**src/rtl/spf_pkg.sv**
```systemverilog
package spf_pkg;
  localparam logic [7:0] OP_PWR_DOWN = 8'hB9;
  localparam logic [7:0] OP_WAKE_SIG = 8'hAB;

  typedef enum logic [1:0] {
    MODE_STBY = 2'b00,
    MODE_ACT  = 2'b01,
    MODE_DPD  = 2'b10
  } pwr_mode_e;

  typedef enum logic [1:0] {
    ST_RUN,
    ST_ENTER,
    ST_DOWN,
    ST_WAKE
  } pwr_st_e;
endpackage

```
**src/rtl/spf_sync.sv**
```systemverilog
module spf_sync #(
  parameter int             W       = 3,
  parameter int             STAGES  = 2,
  parameter logic [W-1:0]   RST_VAL = '0
) (
  input  logic         clk_i,
  input  logic         rst_ni,
  input  logic [W-1:0] d_i,
  output logic [W-1:0] q_o
);
  for (genvar g = 0; g < W; g++) begin : g_bit
    logic [STAGES-1:0] pipe;
    always_ff @(posedge clk_i or negedge rst_ni) begin
      if (!rst_ni) pipe <= {STAGES{RST_VAL[g]}};
      else         pipe <= {pipe[STAGES-2:0], d_i[g]};
    end
    assign q_o[g] = pipe[STAGES-1];
  end
endmodule

```
**src/rtl/spf_decoder.sv**
```systemverilog
module spf_decoder #(
  parameter int CW = 6
) (
  input  logic          clk_i,
  input  logic          rst_ni,
  input  logic          cs_s_i,
  input  logic          sck_s_i,
  input  logic          sdi_s_i,
  output logic          cs_rise_o,
  output logic          sck_fall_o,
  output logic [CW-1:0] frame_bits_o,
  output logic [7:0]    opcode_o
);
  localparam logic [CW-1:0] BITS_MAX = '1;

  logic       sck_q, cs_q, sck_rise;
  logic [6:0] sr;

  assign sck_rise   = !cs_s_i &&  sck_s_i && !sck_q;
  assign sck_fall_o = !cs_s_i && !sck_s_i &&  sck_q;
  assign cs_rise_o  =  cs_s_i && !cs_q;

  always_ff @(posedge clk_i or negedge rst_ni) begin
    if (!rst_ni) begin
      sck_q        <= 1'b0;
      cs_q         <= 1'b1;
      sr           <= '0;
      frame_bits_o <= '0;
      opcode_o     <= '0;
    end else begin
      sck_q <= sck_s_i;
      cs_q  <= cs_s_i;
      if (cs_s_i) begin
        frame_bits_o <= '0;
      end else if (sck_rise) begin
        sr <= {sr[5:0], sdi_s_i};
        if (frame_bits_o != BITS_MAX) frame_bits_o <= frame_bits_o + 1'b1;
        if (frame_bits_o == CW'(7))   opcode_o     <= {sr, sdi_s_i};
      end
    end
  end
endmodule

```
**src/rtl/spf_pwr_fsm.sv**
```systemverilog
module spf_pwr_fsm
  import spf_pkg::*;
#(
  parameter int CW    = 6,
  parameter int T_DP  = 600,
  parameter int T_RES = 600
) (
  input  logic          clk_i,
  input  logic          rst_ni,
  input  logic          cs_s_i,
  input  logic          cs_rise_i,
  input  logic          busy_i,
  input  logic [CW-1:0] frame_bits_i,
  input  logic [7:0]    opcode_i,
  output logic [1:0]    mode_o,
  output logic          accept_o,
  output logic          listen_o
);
  localparam int DMAX  = (T_DP > T_RES) ? T_DP : T_RES;
  localparam int DW    = $clog2(DMAX + 1);

  pwr_st_e       state;
  logic [DW-1:0] cnt;
  logic          got_op, full_byte;

  assign got_op    = frame_bits_i >= CW'(8);
  assign full_byte = frame_bits_i == CW'(8);

  always_ff @(posedge clk_i or negedge rst_ni) begin
    if (!rst_ni) begin
      state    <= ST_RUN;
      cnt      <= '0;
      accept_o <= 1'b0;
    end else begin
      accept_o <= 1'b0;
      unique case (state)
        ST_RUN: if (cs_rise_i && got_op) begin
          if (opcode_i != OP_PWR_DOWN) begin
            accept_o <= 1'b1;
          end else if (full_byte && !busy_i) begin
            accept_o <= 1'b1;
            state    <= ST_ENTER;
            cnt      <= DW'(T_DP - 1);
          end
        end
        ST_ENTER: if (cnt == '0) state <= ST_DOWN;
                  else           cnt   <= cnt - 1'b1;
        ST_DOWN: if (cs_rise_i && got_op && opcode_i == OP_WAKE_SIG) begin
          accept_o <= 1'b1;
          state    <= ST_WAKE;
          cnt      <= DW'(T_RES - 1);
        end
        ST_WAKE: if (cnt == '0) state <= ST_RUN;
                 else           cnt   <= cnt - 1'b1;
        default: state <= ST_RUN;
      endcase
    end
  end

  always_comb begin
    if (state == ST_DOWN || state == ST_WAKE)               mode_o = MODE_DPD;
    else if (state == ST_ENTER || !cs_s_i || busy_i)       mode_o = MODE_ACT;
    else                                                   mode_o = MODE_STBY;
  end

  assign listen_o = (state == ST_RUN) || (state == ST_DOWN);
endmodule

```
**src/rtl/spf_sig_tx.sv**
```systemverilog
module spf_sig_tx
  import spf_pkg::*;
#(
  parameter int         CW        = 6,
  parameter int         SIG_START = 32,
  parameter logic [7:0] SIG       = 8'h13
) (
  input  logic          clk_i,
  input  logic          rst_ni,
  input  logic          cs_s_i,
  input  logic          sck_fall_i,
  input  logic          listen_i,
  input  logic [CW-1:0] frame_bits_i,
  input  logic [7:0]    opcode_i,
  output logic          sdo_o,
  output logic          active_o
);
  logic [7:0] sr;
  logic [2:0] cnt;

  always_ff @(posedge clk_i or negedge rst_ni) begin
    if (!rst_ni) begin
      sr       <= '0;
      cnt      <= '0;
      active_o <= 1'b0;
    end else if (cs_s_i) begin
      cnt      <= '0;
      active_o <= 1'b0;
    end else if (sck_fall_i && listen_i && opcode_i == OP_WAKE_SIG &&
                 frame_bits_i >= CW'(SIG_START)) begin
      if (!active_o || cnt == 3'd7) begin
        sr       <= SIG;
        cnt      <= '0;
        active_o <= 1'b1;
      end else begin
        sr  <= {sr[6:0], 1'b0};
        cnt <= cnt + 1'b1;
      end
    end
  end

  assign sdo_o = sr[7];
endmodule

```
**src/rtl/spf_pwr_ctrl.sv**
```systemverilog
module spf_pwr_ctrl #(
  parameter int         T_DP        = 600,
  parameter int         T_RES       = 600,
  parameter int         DUMMY_BYTES = 3,
  parameter int         SYNC_STAGES = 2,
  parameter logic [7:0] SIG         = 8'h13
) (
  input  logic       clk_i,
  input  logic       rst_ni,
  input  logic       cs_ni,
  input  logic       sck_i,
  input  logic       sdi_i,
  input  logic       busy_i,
  output logic [1:0] pwr_mode_o,
  output logic       accept_o,
  output logic       sdo_o,
  output logic       sdo_oe_o
);
  localparam int SIG_START = 8 * (1 + DUMMY_BYTES);
  localparam int CW        = $clog2(SIG_START + 2);

  logic          cs_s, sck_s, sdi_s;
  logic          cs_rise, sck_fall, listen, sig_on;
  logic [CW-1:0] frame_bits;
  logic [7:0]    opcode;

  spf_sync #(.W(3), .STAGES(SYNC_STAGES), .RST_VAL(3'b100)) u_sync (
    .clk_i, .rst_ni,
    .d_i ({cs_ni, sck_i, sdi_i}),
    .q_o ({cs_s, sck_s, sdi_s})
  );

  spf_decoder #(.CW(CW)) u_dec (
    .clk_i, .rst_ni,
    .cs_s_i(cs_s), .sck_s_i(sck_s), .sdi_s_i(sdi_s),
    .cs_rise_o(cs_rise), .sck_fall_o(sck_fall),
    .frame_bits_o(frame_bits), .opcode_o(opcode)
  );

  spf_pwr_fsm #(.CW(CW), .T_DP(T_DP), .T_RES(T_RES)) u_fsm (
    .clk_i, .rst_ni,
    .cs_s_i(cs_s), .cs_rise_i(cs_rise), .busy_i,
    .frame_bits_i(frame_bits), .opcode_i(opcode),
    .mode_o(pwr_mode_o), .accept_o, .listen_o(listen)
  );

  spf_sig_tx #(.CW(CW), .SIG_START(SIG_START), .SIG(SIG)) u_sig (
    .clk_i, .rst_ni,
    .cs_s_i(cs_s), .sck_fall_i(sck_fall), .listen_i(listen),
    .frame_bits_i(frame_bits), .opcode_i(opcode),
    .sdo_o, .active_o(sig_on)
  );

  // raw chip select releases the pad without synchronizer latency
  assign sdo_oe_o = sig_on && !cs_ni;
endmodule

```
**config.mk**
```make
export PLATFORM = sky130hd
export DESIGN_NAME = spf_pwr_ctrl
export DESIGN_NICKNAME = d
export VERILOG_FILES = /design/src/rtl/spf_pkg.sv /design/src/rtl/spf_sync.sv /design/src/rtl/spf_decoder.sv /design/src/rtl/spf_pwr_fsm.sv /design/src/rtl/spf_sig_tx.sv /design/src/rtl/spf_pwr_ctrl.sv
export SDC_FILE = /design/constraint.sdc
export NUM_CORES = 1
export LEC_CHECK = 0
export ABC_AREA = 1
export BUFFER_PORTS_ARGS = -buffer_cell sky130_fd_sc_hd__buf_2
export CAP_MARGIN = 5
export CELL_PAD_IN_SITES_DETAIL_PLACEMENT = 1
export CELL_PAD_IN_SITES_GLOBAL_PLACEMENT = 1
export CORE_MARGIN = 5
export CORE_UTILIZATION = 39
export DETAILED_ROUTE_END_ITERATION = 12
export PLACE_DENSITY_LB_ADDON = 0.05
export SLEW_MARGIN = 25
export SYNTH_ARGS = -nofsm -noshare
export SYNTH_HDL_FRONTEND = slang
export SYNTH_SLANG_ARGS = --single-unit
```
**constraint.sdc**
```tcl
create_clock -name clk_i -period 1.5 [get_ports clk_i]
set_input_delay 0.15 -clock clk_i [delete_from_list [all_inputs] [get_ports clk_i]]
set_output_delay 0.15 -clock clk_i [all_outputs]
set_load 0.05 [all_outputs]
```
Word level (Yosys, flattened, before mapping)
Cells that the tools add are included.
Storage, ports and cells
  word-level logic and storage cells: 104
  register bits after elaboration: 54
  input port bits: 6
  output and inout bits: 5
Operators by class
  mux-type cells: 30
  bitwise logic cells: 1
  reduce and logical (&&, ||, !) cells: 38
  $lt $le $gt $ge: 2
  equality and inequality tests: 16
  add/sub/neg operators: 3
Operator list (count)
  $mux W10: 5
  $pmux W10 S3: 1
  $mux W6: 3
  $mux W2: 7
  $logic_and A1 B1 Y1: 12
  $logic_not A10 Y1: 1
  $ne A2 B1 Y1 const B: 5
  $sub A10 B1 Y10 const B: 1
  $mux W3: 3
  $eq A8 B8 Y1 const B: 1
  $mux W1: 8
  $mux W8: 1
  $ne A8 B8 Y1 const B: 1
  $pmux W2 S4: 1
  $reduce_and A2 Y1: 4
  $reduce_bool A2 Y1: 4
  $logic_not A1 Y1: 7
  $add A6 B1 Y6 const B: 1
  $eq A6 B3 Y1 const B: 1
  $eq A6 B4 Y1 const B: 1
  $ge A6 B4 Y1 const B: 1
  $ge A6 B6 Y1 const B: 1
  $ne A6 B6 Y1 const B: 1
  $reduce_and A6 Y1: 1
  12 further kinds: 18

Depth between registers and ports, before layout
Gate-level depths: netlist of run 1.
  depth after elaboration: 8
  mapped depth: 11
  gate-level depth less buffers: 11

Hierarchy
A second synthesis of run 1 with hierarchy kept.
Unflattened totals
  cell total of the unflattened synthesis: 411
  area total of the unflattened synthesis: 3123.0 µm²
Modules (own cells, without submodules)
  spf_pwr_fsm: instances 1, area each 1123.6 µm², cells an instance 190, sequential area each 325.3 µm²
  spf_decoder: instances 1, area each 1063.5 µm², cells an instance 119, sequential area each 576.8 µm²
  spf_sig_tx: instances 1, area each 750.7 µm², cells an instance 91, sequential area each 300.3 µm²
  spf_sync: instances 1, area each 175.2 µm², cells an instance 9, sequential area each 152.6 µm²
  spf_pwr_ctrl: instances 1, area each 10.0 µm², cells an instance 2, sequential area each 0.0 µm²

Worst setup path after synthesis of run 1
OpenSTA, ideal clock, no wires.
  kind: reg-to-reg
  start: reg u_fsm.state[0]
  end: reg u_sig.sr[7]
  setup time: 120 ps
  data required time: 1380 ps
  path buffers: 1
  period minus slack after synthesis: 1484 ps
  arrival: 1364 ps
  setup slack: 16 ps
  stages on the path, launching flop included: 9
  cells stage by stage: dfrtp_1 > inv_1 > ha_1 > nor2_1 > nor2_1 > nand2_2 > buf_6 > nand2_1 > o21ai_2
On the way
  cells in the longest elaborated chain, start to end: 6
  elaborated cells between the ends (all ways): 7
  those cells by class: 1 x eq/ne; 6 x reduce/logical
Ends and longest elaborated chain
  from (decl): RTL line spf_pwr_fsm.sv:22  | pwr_st_e state;
  from (signal assigned): RTL line spf_pwr_fsm.sv:31  | state <= ST_RUN;
  from (signal assigned): RTL line spf_pwr_fsm.sv:42  | state <= ST_ENTER;
  from (signal assigned): RTL line spf_pwr_fsm.sv:46  | ST_ENTER: if (cnt == '0) state <= ST_DOWN;
  $eq A2 B2 Y1 / $logic_not A2 Y1 (equally long branches): RTL line spf_pwr_fsm.sv:66  | assign listen_o = (state == ST_RUN) || (state == ST_DOWN);
  $logic_or A1 B1 Y1 (*): RTL line spf_pwr_fsm.sv:66
  $logic_and A1 B1 Y1 (*) (3 in series): RTL line spf_sig_tx.sv:29  | end else if (sck_fall_i && listen_i && opcode_i == OP_WAKE_SIG &&
  $reduce_and A2 Y1 (no line) (*)
  to (signal assigned): RTL line spf_sig_tx.sv:36  | sr <= {sr[6:0], 1'b0};
  to (decl): RTL line spf_sig_tx.sv:18  | logic [7:0] sr;
Every way passes the cells marked *; elsewhere a longest branch is shown, timed or not.
A chain may end at the register's enable or synchronous reset.

Final worst setup path of run 1
  start: reg u_fsm.state[1]
  end: out pwr_mode_o[0]
On the way
  cells in the longest elaborated chain, start to end: 5
  elaborated cells between the ends (all ways): 8
  those cells by class: 3 x eq/ne; 2 x mux; 3 x reduce/logical
Ends and longest elaborated chain
  $eq A2 B1 Y1: RTL line spf_pwr_fsm.sv:62  | else if (state == ST_ENTER || !cs_s_i || busy_i) mode_o = MODE_ACT;
  $logic_or A1 B1 Y1 (2 in series): RTL line spf_pwr_fsm.sv:62
  $mux W1: RTL line spf_pwr_fsm.sv:62
  $mux W2 (*): RTL line spf_pwr_fsm.sv:61  | if (state == ST_DOWN || state == ST_WAKE) mode_o = MODE_DPD;
  to (decl): RTL line spf_pwr_ctrl.sv:14  | output logic [1:0] pwr_mode_o,
Marked as above.

==> results.md, run 1 <==
- Vias per cell: 4.89
- Fin worst setup slack: -135 ps
- Final Non-Filler Cells: 479
- Clk pwr share: 0.369
- First-pass GRT wire length: approximately 12 mm
- R2R depth: 11
- Setup crit end: pwr_mode_o[0]
- Layout cell share with drive strength beyond 1: 0.345
- Post-DRT Antenna Nets: 0
- Initial cell density of the core: 0.393
- Worst Hold Class: in2async
- Final min period: between 1500 and 2000 ps
- Post-synth EDFFs: 0
- Synth area leaders: dfrtp_1 45%, nand2_1 12%, inv_1 5.1%, ha_1 4.9%, nand4_1 4.9%
- HPWL after DPL: 5.00 mm
- Cells after DPL: ~460
- CP arrival: 1480 ps
- Sequential Power Share: 0.564
- Worst flop-to-flop path endpoint: u_fsm.cnt[0]
- LEAKAGE: 1.73 nW
- Outcome: finished, violations left
- Total congestion overflow: 0
- Row cnt: 31
- Fin. max-slew vios: 0
- CP max stage cell: dfrtp_2
- CP endpoint kind: primary output
- Final core occ: 0.504
- P&R area growth vs syn: 28.1%
- Diode count: 0
- Crit-path max FO: 3
- Reg2Reg Setup Slack: -70 ps
- Routed len/inst: 14.7 um
- Post-synthesis cell type count: 32
- Die area: around 9000 um^2
- Vias: ~2,300
- Crit path cell chain: buf_4, ha_4, inv_4, o311ai_4, inv_1, buf_6
- Max VDD drop: ~0.00040 V
- Setup TNS: -783 ps
- Power per cell area: about 760 nW/um^2
- Yosys warns: 0
- RSZ-0062 raised after global routing: true
- Req. time, crit path: ~1400 ps
- Setup CP Type: reg2out
- FMAX: roughly 600 MHz
- Worst Setup SP: u_fsm.state[1]
- Die width: roughly 95 um
- Routability cong.: about 0.80
- Area leader, netlist: dfrtp_1
- Root Buffer Master: clkbuf_8
- Int Pwr: approximately 2.1 mW
- CP Depth: 6
- Number of global-route vias before repair: between 2,000 and 2,500
- Comb pwr share: 0.067
- Startpoint Class: flop
- Failing checks: negative setup slack
- Nets: about 400
- MaxCap Viol Count: 0
- Clock-pin slew on the worst setup and hold paths: about 100 ps
- Max-slew headroom: 0.797
- Synth Instances: about 330
- Largest net degree at the start of global routing: 19
- First-pass DRT Iterations: 4
- Syn Nets: 343
- Total wire length: 7.06 mm
- Predominant post-synthesis flop cell: dfrtp_1
- Post-synthesis sequential area ratio: 0.483
- DRC violations left: 0
- Family with the most delay on the worst path: flip-flops
- IO Count: 11
- Yosys reg bits: between 50 and 60
- Crit path largest cell delay: about 460 ps
- Initial antenna violation count: 0
- Sink Count: 54
- Top-count cell post-synth: nand2_1
- Num CTS Buffers: 5
- Clk_lat worst skew: roughly 310 ps
- Final period util: 1.09
- Cell area after synthesis: 2810 um^2
- Bufs and invs on worst path: 4
- Clock Skews: just over 8 ps
- CTS tree: yes
- Port bufs: 10
- Starting DRT DRC Count: between 60 and 70
- Total GRT Usage: 0.176
- Commonest cells post-synth: 88 x nand2_1, 51 x dfrtp_1, 38 x inv_1, 22 x nand4_1, 20 x nand3_1
- Switching share of power: 0.238
- Yosys top cell area share: 0.455
- Overall power: 2.73 mW
- Pre-CTS WS: -51.7 ps
- Reg-to-Reg Start: u_dec.frame_bits_o[0]
- Max clock buf depth: 2
- Net Switching: 0.649 mW
- Setup violations, final: 14
- Die height: ~95 um
- Final hold vios: 0
- Core area: slightly above 7000 um^2
- Post-synth ARST share: 1.00
- Least-Margin Pin Slew: 303 ps
- Htree depth: 2
- Syn Area/Cell: ~8.6 um^2
## power by group through the flow
stage                     Combinational [mW]  Clock [mW]  Sequential [mW]
final                                  0.183        1.01             1.54
after detailed placement               0.151           0             1.57
after floorplan                       0.0699           0             1.56
after global routing                   0.211        1.13             1.55
after CTS                              0.171        1.04             1.54
after global placement                 0.148           0             1.57
## area by class of cell
cell class | instances | area (um^2)
clock buffers | 5 | 68.8
clock inverters | 3 | 45.0
fillers | 841 | 3540
inverters | 42 | 165
multi-input cells | 222 | 1400
flip-flops and latches | 54 | 1360
well taps | 99 | 124
repair buffers | 54 | 438
## metrics by stage
step                hold slack (ps)  area, um^2
global placement               50.4        3160
detailed placement             47.8        3160
floorplan                      -146        2810
CTS                             244        3450
finish                          237        3600
global route                    242        3600
## cell families (layout without fill, tap and decap cells)
logic type | after synthesis | in the layout | share of synthesized area
fa+ha+maj | 11 | 11 | 0.0490
compound gates | 36 | 36 | 0.0771
flops | 54 | 54 | 0.483
buf+inv | 51 | 104 | 0.0842
simple gates | 173 | 174 | 0.303
mux | 1 | 1 | 0.00401
## what timing repair did
item,in CTS,in global routing
hold buffers,4,0
buffers inserted,6,1
pin swaps,9,9
endpoints found under the hold margin,11,0
resized for setup,25,37
setup endpoints to repair,19,31
gates cloned,1,0
## how the worst min path moves through the flow
stage | end | cells after the start | startpoint
after CTS | u_fsm.cnt[7] | 2 | rst_ni
after floorplan | u_dec.frame_bits_o[0] | 0 | rst_ni
after global placement | u_fsm.cnt[7] | 1 | rst_ni
final | u_fsm.cnt[7] | 2 | rst_ni
after detailed placement | u_fsm.cnt[7] | 1 | rst_ni
after global routing | u_fsm.cnt[7] | 2 | rst_ni
## routing by layer
metal,wire length (um),global-route usage,vias to the layer above
met5,0,0,-
met4,70,0.0397,0
met3,149,0.0375,6
met2,3350,0.277,20
met1,3490,0.247,1145
li1,-,-,1171
## sequential cells by signal, indices dropped and copies added (netlist names)
signal / cells
u_sig.active_o: 1
u_sig.sr: 8
u_sig.cnt: 3
u_sync.g_bit.pipe: 6
u_fsm.state: 2
u_dec.sr: 7
u_dec.frame_bits_o: 6
u_fsm.accept_o: 1
u_dec.cs_q: 1
u_dec.opcode_o: 8
u_dec.sck_q: 1
u_fsm.cnt: 10
## cell usage in the layout, fill, tap and decap left out, types with 2 or more instances in the layout
cell / n
nor2_1: 16
nand4_1: 22
nand3_4: 4
a21oi_1: 4
dfrtp_1: 49
ha_2: 2
nand3_2: 2
dlygate4sd3_1: 4
o21ai_0: 13
clkinvlp_4: 2
buf_4: 34
buf_6: 6
nand2_4: 3
o21ai_1: 9
inv_2: 9
ha_1: 5
nand3_1: 18
nand2_2: 15
o21ai_2: 8
nor2_2: 7
clkbuf_8: 5
inv_1: 30
nor3_4: 2
buf_2: 8
dfstp_2: 3
nor2_4: 4
ha_4: 4
dfrtp_2: 2
inv_4: 3
nand2_1: 77
Power figures use the tool's default switching activity.
==> inputs of run 2 (changes only) <==
- BUFFER_PORTS_ARGS: -buffer_cell sky130_fd_sc_hd__buf_2 -> unset
- DONT_BUFFER_PORTS: unset -> 1
==> results.md, run 2 (synthesized netlist as in run 1, its figures left out) <==
- Setup TNS: -1950 ps (-1170 ps)
- Switching share of power: 0.252 (+0.0147)
- Num CTS Buffers: 5 (unchanged)
- Biggest regs: u_fsm.cnt: 10 flops, u_dec.opcode_o: 8 flops, u_sig.sr: 8 flops
- Number of global-route vias before repair: 2,488 (+0.73%)
- Clock Skews: 6.84 ps (-1.33 ps)
- Initial antenna violation count: 0 (unchanged)
- Worst Hold Class: in2reg
- Setup violations, final: 24 (+10)
- Die height: 94.9 um (unchanged)
- Final Non-Filler Cells: 480 (+0.21%)
- First-pass GRT wire length: 11.6 mm (-5.1%)
- WHS: 337 ps (+100 ps)
- Post-route cell area: 3760 um^2 (+4.6%)
- Overall power: 2.63 mW (-3.7%)
- R2R depth: 10 (-1)
- Largest net degree at the start of global routing: 55 (+36)
- Comb pwr share: 0.068 (about the same)
- Least-Margin Pin Slew: 523 ps (+220 ps)
- Layout cell share with drive strength beyond 1: 0.370 (+0.0253)
- FMAX: 605 MHz (-1.2%)
- Core area: 7140 um^2 (unchanged)
- Final period util: 1.10 (+0.0129)
- Nets: 397 (+0.25%)
- Worst flop-to-flop path endpoint: u_fsm.cnt[6]
- LEAKAGE: 1.80 nW (+3.8%)
- Vias: 2,342 (unchanged)
- CP endpoint kind: primary output
- Cells after DPL: 455 (-0.87%)
- HP Start: busy_i
- Final hold vios: 0 (unchanged)
- CTS tree: yes
- MaxCap Viol Count: 0 (unchanged)
- Row cnt: 31 (unchanged)
- Pre-CTS WS: -107 ps (-55.6 ps)
- Int Pwr: 1.97 mW (-5.5%)
- Routability cong.: 0.758 (-4.8%)
- Crit-path max FO: 3 (unchanged)
- Commonest non-fill, non-tap cell in the layout: nand2_1
- Total congestion overflow: 0 (unchanged)
- Startpoint Class: flop
- Reg2Reg Setup Slack: -130 ps (-60 ps)
- Worst Setup SP: u_fsm.state[0]
- Final min period: 1650 ps (+19.4 ps)
- P&R area growth vs syn: 34.0%
- Max clock buf depth: 2 (unchanged)
- IO Count: 11 (unchanged)
- Clock-pin slew on the worst setup and hold paths: 110 ps (about the same)
- Reg-to-Reg Start: u_sync.g_bit[2].pipe[1]
- Vias per cell: 4.88 (-0.21%)
- Final core occ: 0.527 (+0.0231)
- Max-slew headroom: 0.651 (-0.145)
- Outcome: finished, violations left
- Setup CP Type: reg2out
- Max VDD drop: 0.000393 V (-2.1%)
- Root Buffer Master: clkbuf_8
- Starting DRT DRC Count: 44 (-36%)
- Total GRT Usage: 0.165 (-0.0111)
- Clk_lat worst skew: 310 ps (about the same)
- RSZ-0062 raised after global routing: true
- Port bufs: 0 (-10)
- Power per cell area: 700 nW/um^2 (-7.9%)
- Sequential Power Share: 0.586 (+0.022)
- Max reg flops: 10 (unchanged)
- DRC violations left: 0 (unchanged)
- Req. time, crit path: 1350 ps (about the same)
- Die area: 9000 um^2 (unchanged)
- Total wire length: 7.45 mm (+5.5%)
- Fin. max-slew vios: 0 (unchanged)
- Top reg by flops: u_fsm.cnt
- Diode count: 0 (unchanged)
- Post-DRT Antenna Nets: 0 (unchanged)
- Most frequent cells in the layout: 69 x nand2_1, 50 x dfrtp_1, 35 x buf_4
- Net Switching: 0.664 mW (+2.3%)
- Setup crit end: pwr_mode_o[0]
- Clk pwr share: 0.347 (-0.022)
- Sink Count: 54 (unchanged)
- Die width: 94.9 um (unchanged)
- HPWL after DPL: 4.72 mm (-5.5%)
- Initial cell density of the core: 0.393 (unchanged)
- First-pass DRT Iterations: 3 (-1)
- Failing checks: negative setup slack
- CP arrival: 1500 ps (+20 ps)
- Hold depth: 6
- Routed len/inst: 15.5 um (+5.3%)
- Fin worst setup slack: -154 ps (-19.4 ps)
- DP Area: 3180 um^2 (+0.63%)
- Htree depth: 2 (unchanged)
==> run 2: cell count changes in the layout (fill, tap and decap cells not counted), moves of 2 or more <==
| cell | delta |
|---|---|
| buf_2 | -8 |
| nand2_1 | -8 |
| nand2_4 | +7 |
| buf_6 | +4 |
| nand3_2 | +4 |
| nand3_1 | -3 |
| buf_12 | +2 |
| clkbuf_16 | +2 |
| clkinvlp_4 | -2 |
==> run 2: layout make-up <==
type / instances / area [um^2]
fillers: 848 / 3370
multi-input cells: 222 / 1470
flip-flops and latches: 54 / 1360
repair buffers: 55 / 553
inverters: 42 / 168
well taps: 99 / 124
clock buffers: 7 / 86.3
clock inverters: 1 / 8.76
==> run 2: timing repair <==
action | in CTS | in global routing
resized for setup | 23 | 54
cloned | 1 | 3
hold buffers | 5 | 0
pin swaps | 6 | 15
buffers inserted | 4 | 5
setup endpoints to repair | 16 | 30
hold endpoints to repair | 57 | 0
==> run 2: critical path: stages, from the launching register on <==
cell and delay, ps:
dfrtp_2 470, ha_4 190, o311ai_4 290, inv_2 80
buf_12 150
==> run 2: how the worst min path moves through the flow <==
stage                                       end  slack, ps
after floorplan           u_dec.frame_bits_o[0]       -150
after global placement              u_dec.sr[5]       -140
after detailed placement            u_dec.sr[5]       -140
after CTS                        u_fsm.accept_o        330
after global routing             u_fsm.accept_o        350
final                            u_fsm.accept_o        340
==> run 2: power by group through the flow <==
stage	clock [mW]	sequential [mW]	combinational, mW
floorplan	0	1.56	0.0699
global placement	0	1.57	0.109
detailed placement	0	1.57	0.112
CTS	0.922	1.54	0.166
global route	1.00	1.55	0.203
finish	0.912	1.54	0.178
==> run 2: metal layers <==
| metal | wire length [um] | global-route usage | up-vias | part of all wire |
|---|---|---|---|---|
| met5 | 0 | 0 | - | 0 |
| met4 | 77 | 0.0445 | 0 | 0.010 |
| met3 | 94 | 0.0263 | 6 | 0.013 |
| met2 | 3860 | 0.284 | 12 | 0.52 |
| met1 | 3420 | 0.214 | 1155 | 0.46 |
| li1 | - | - | 1169 | - |
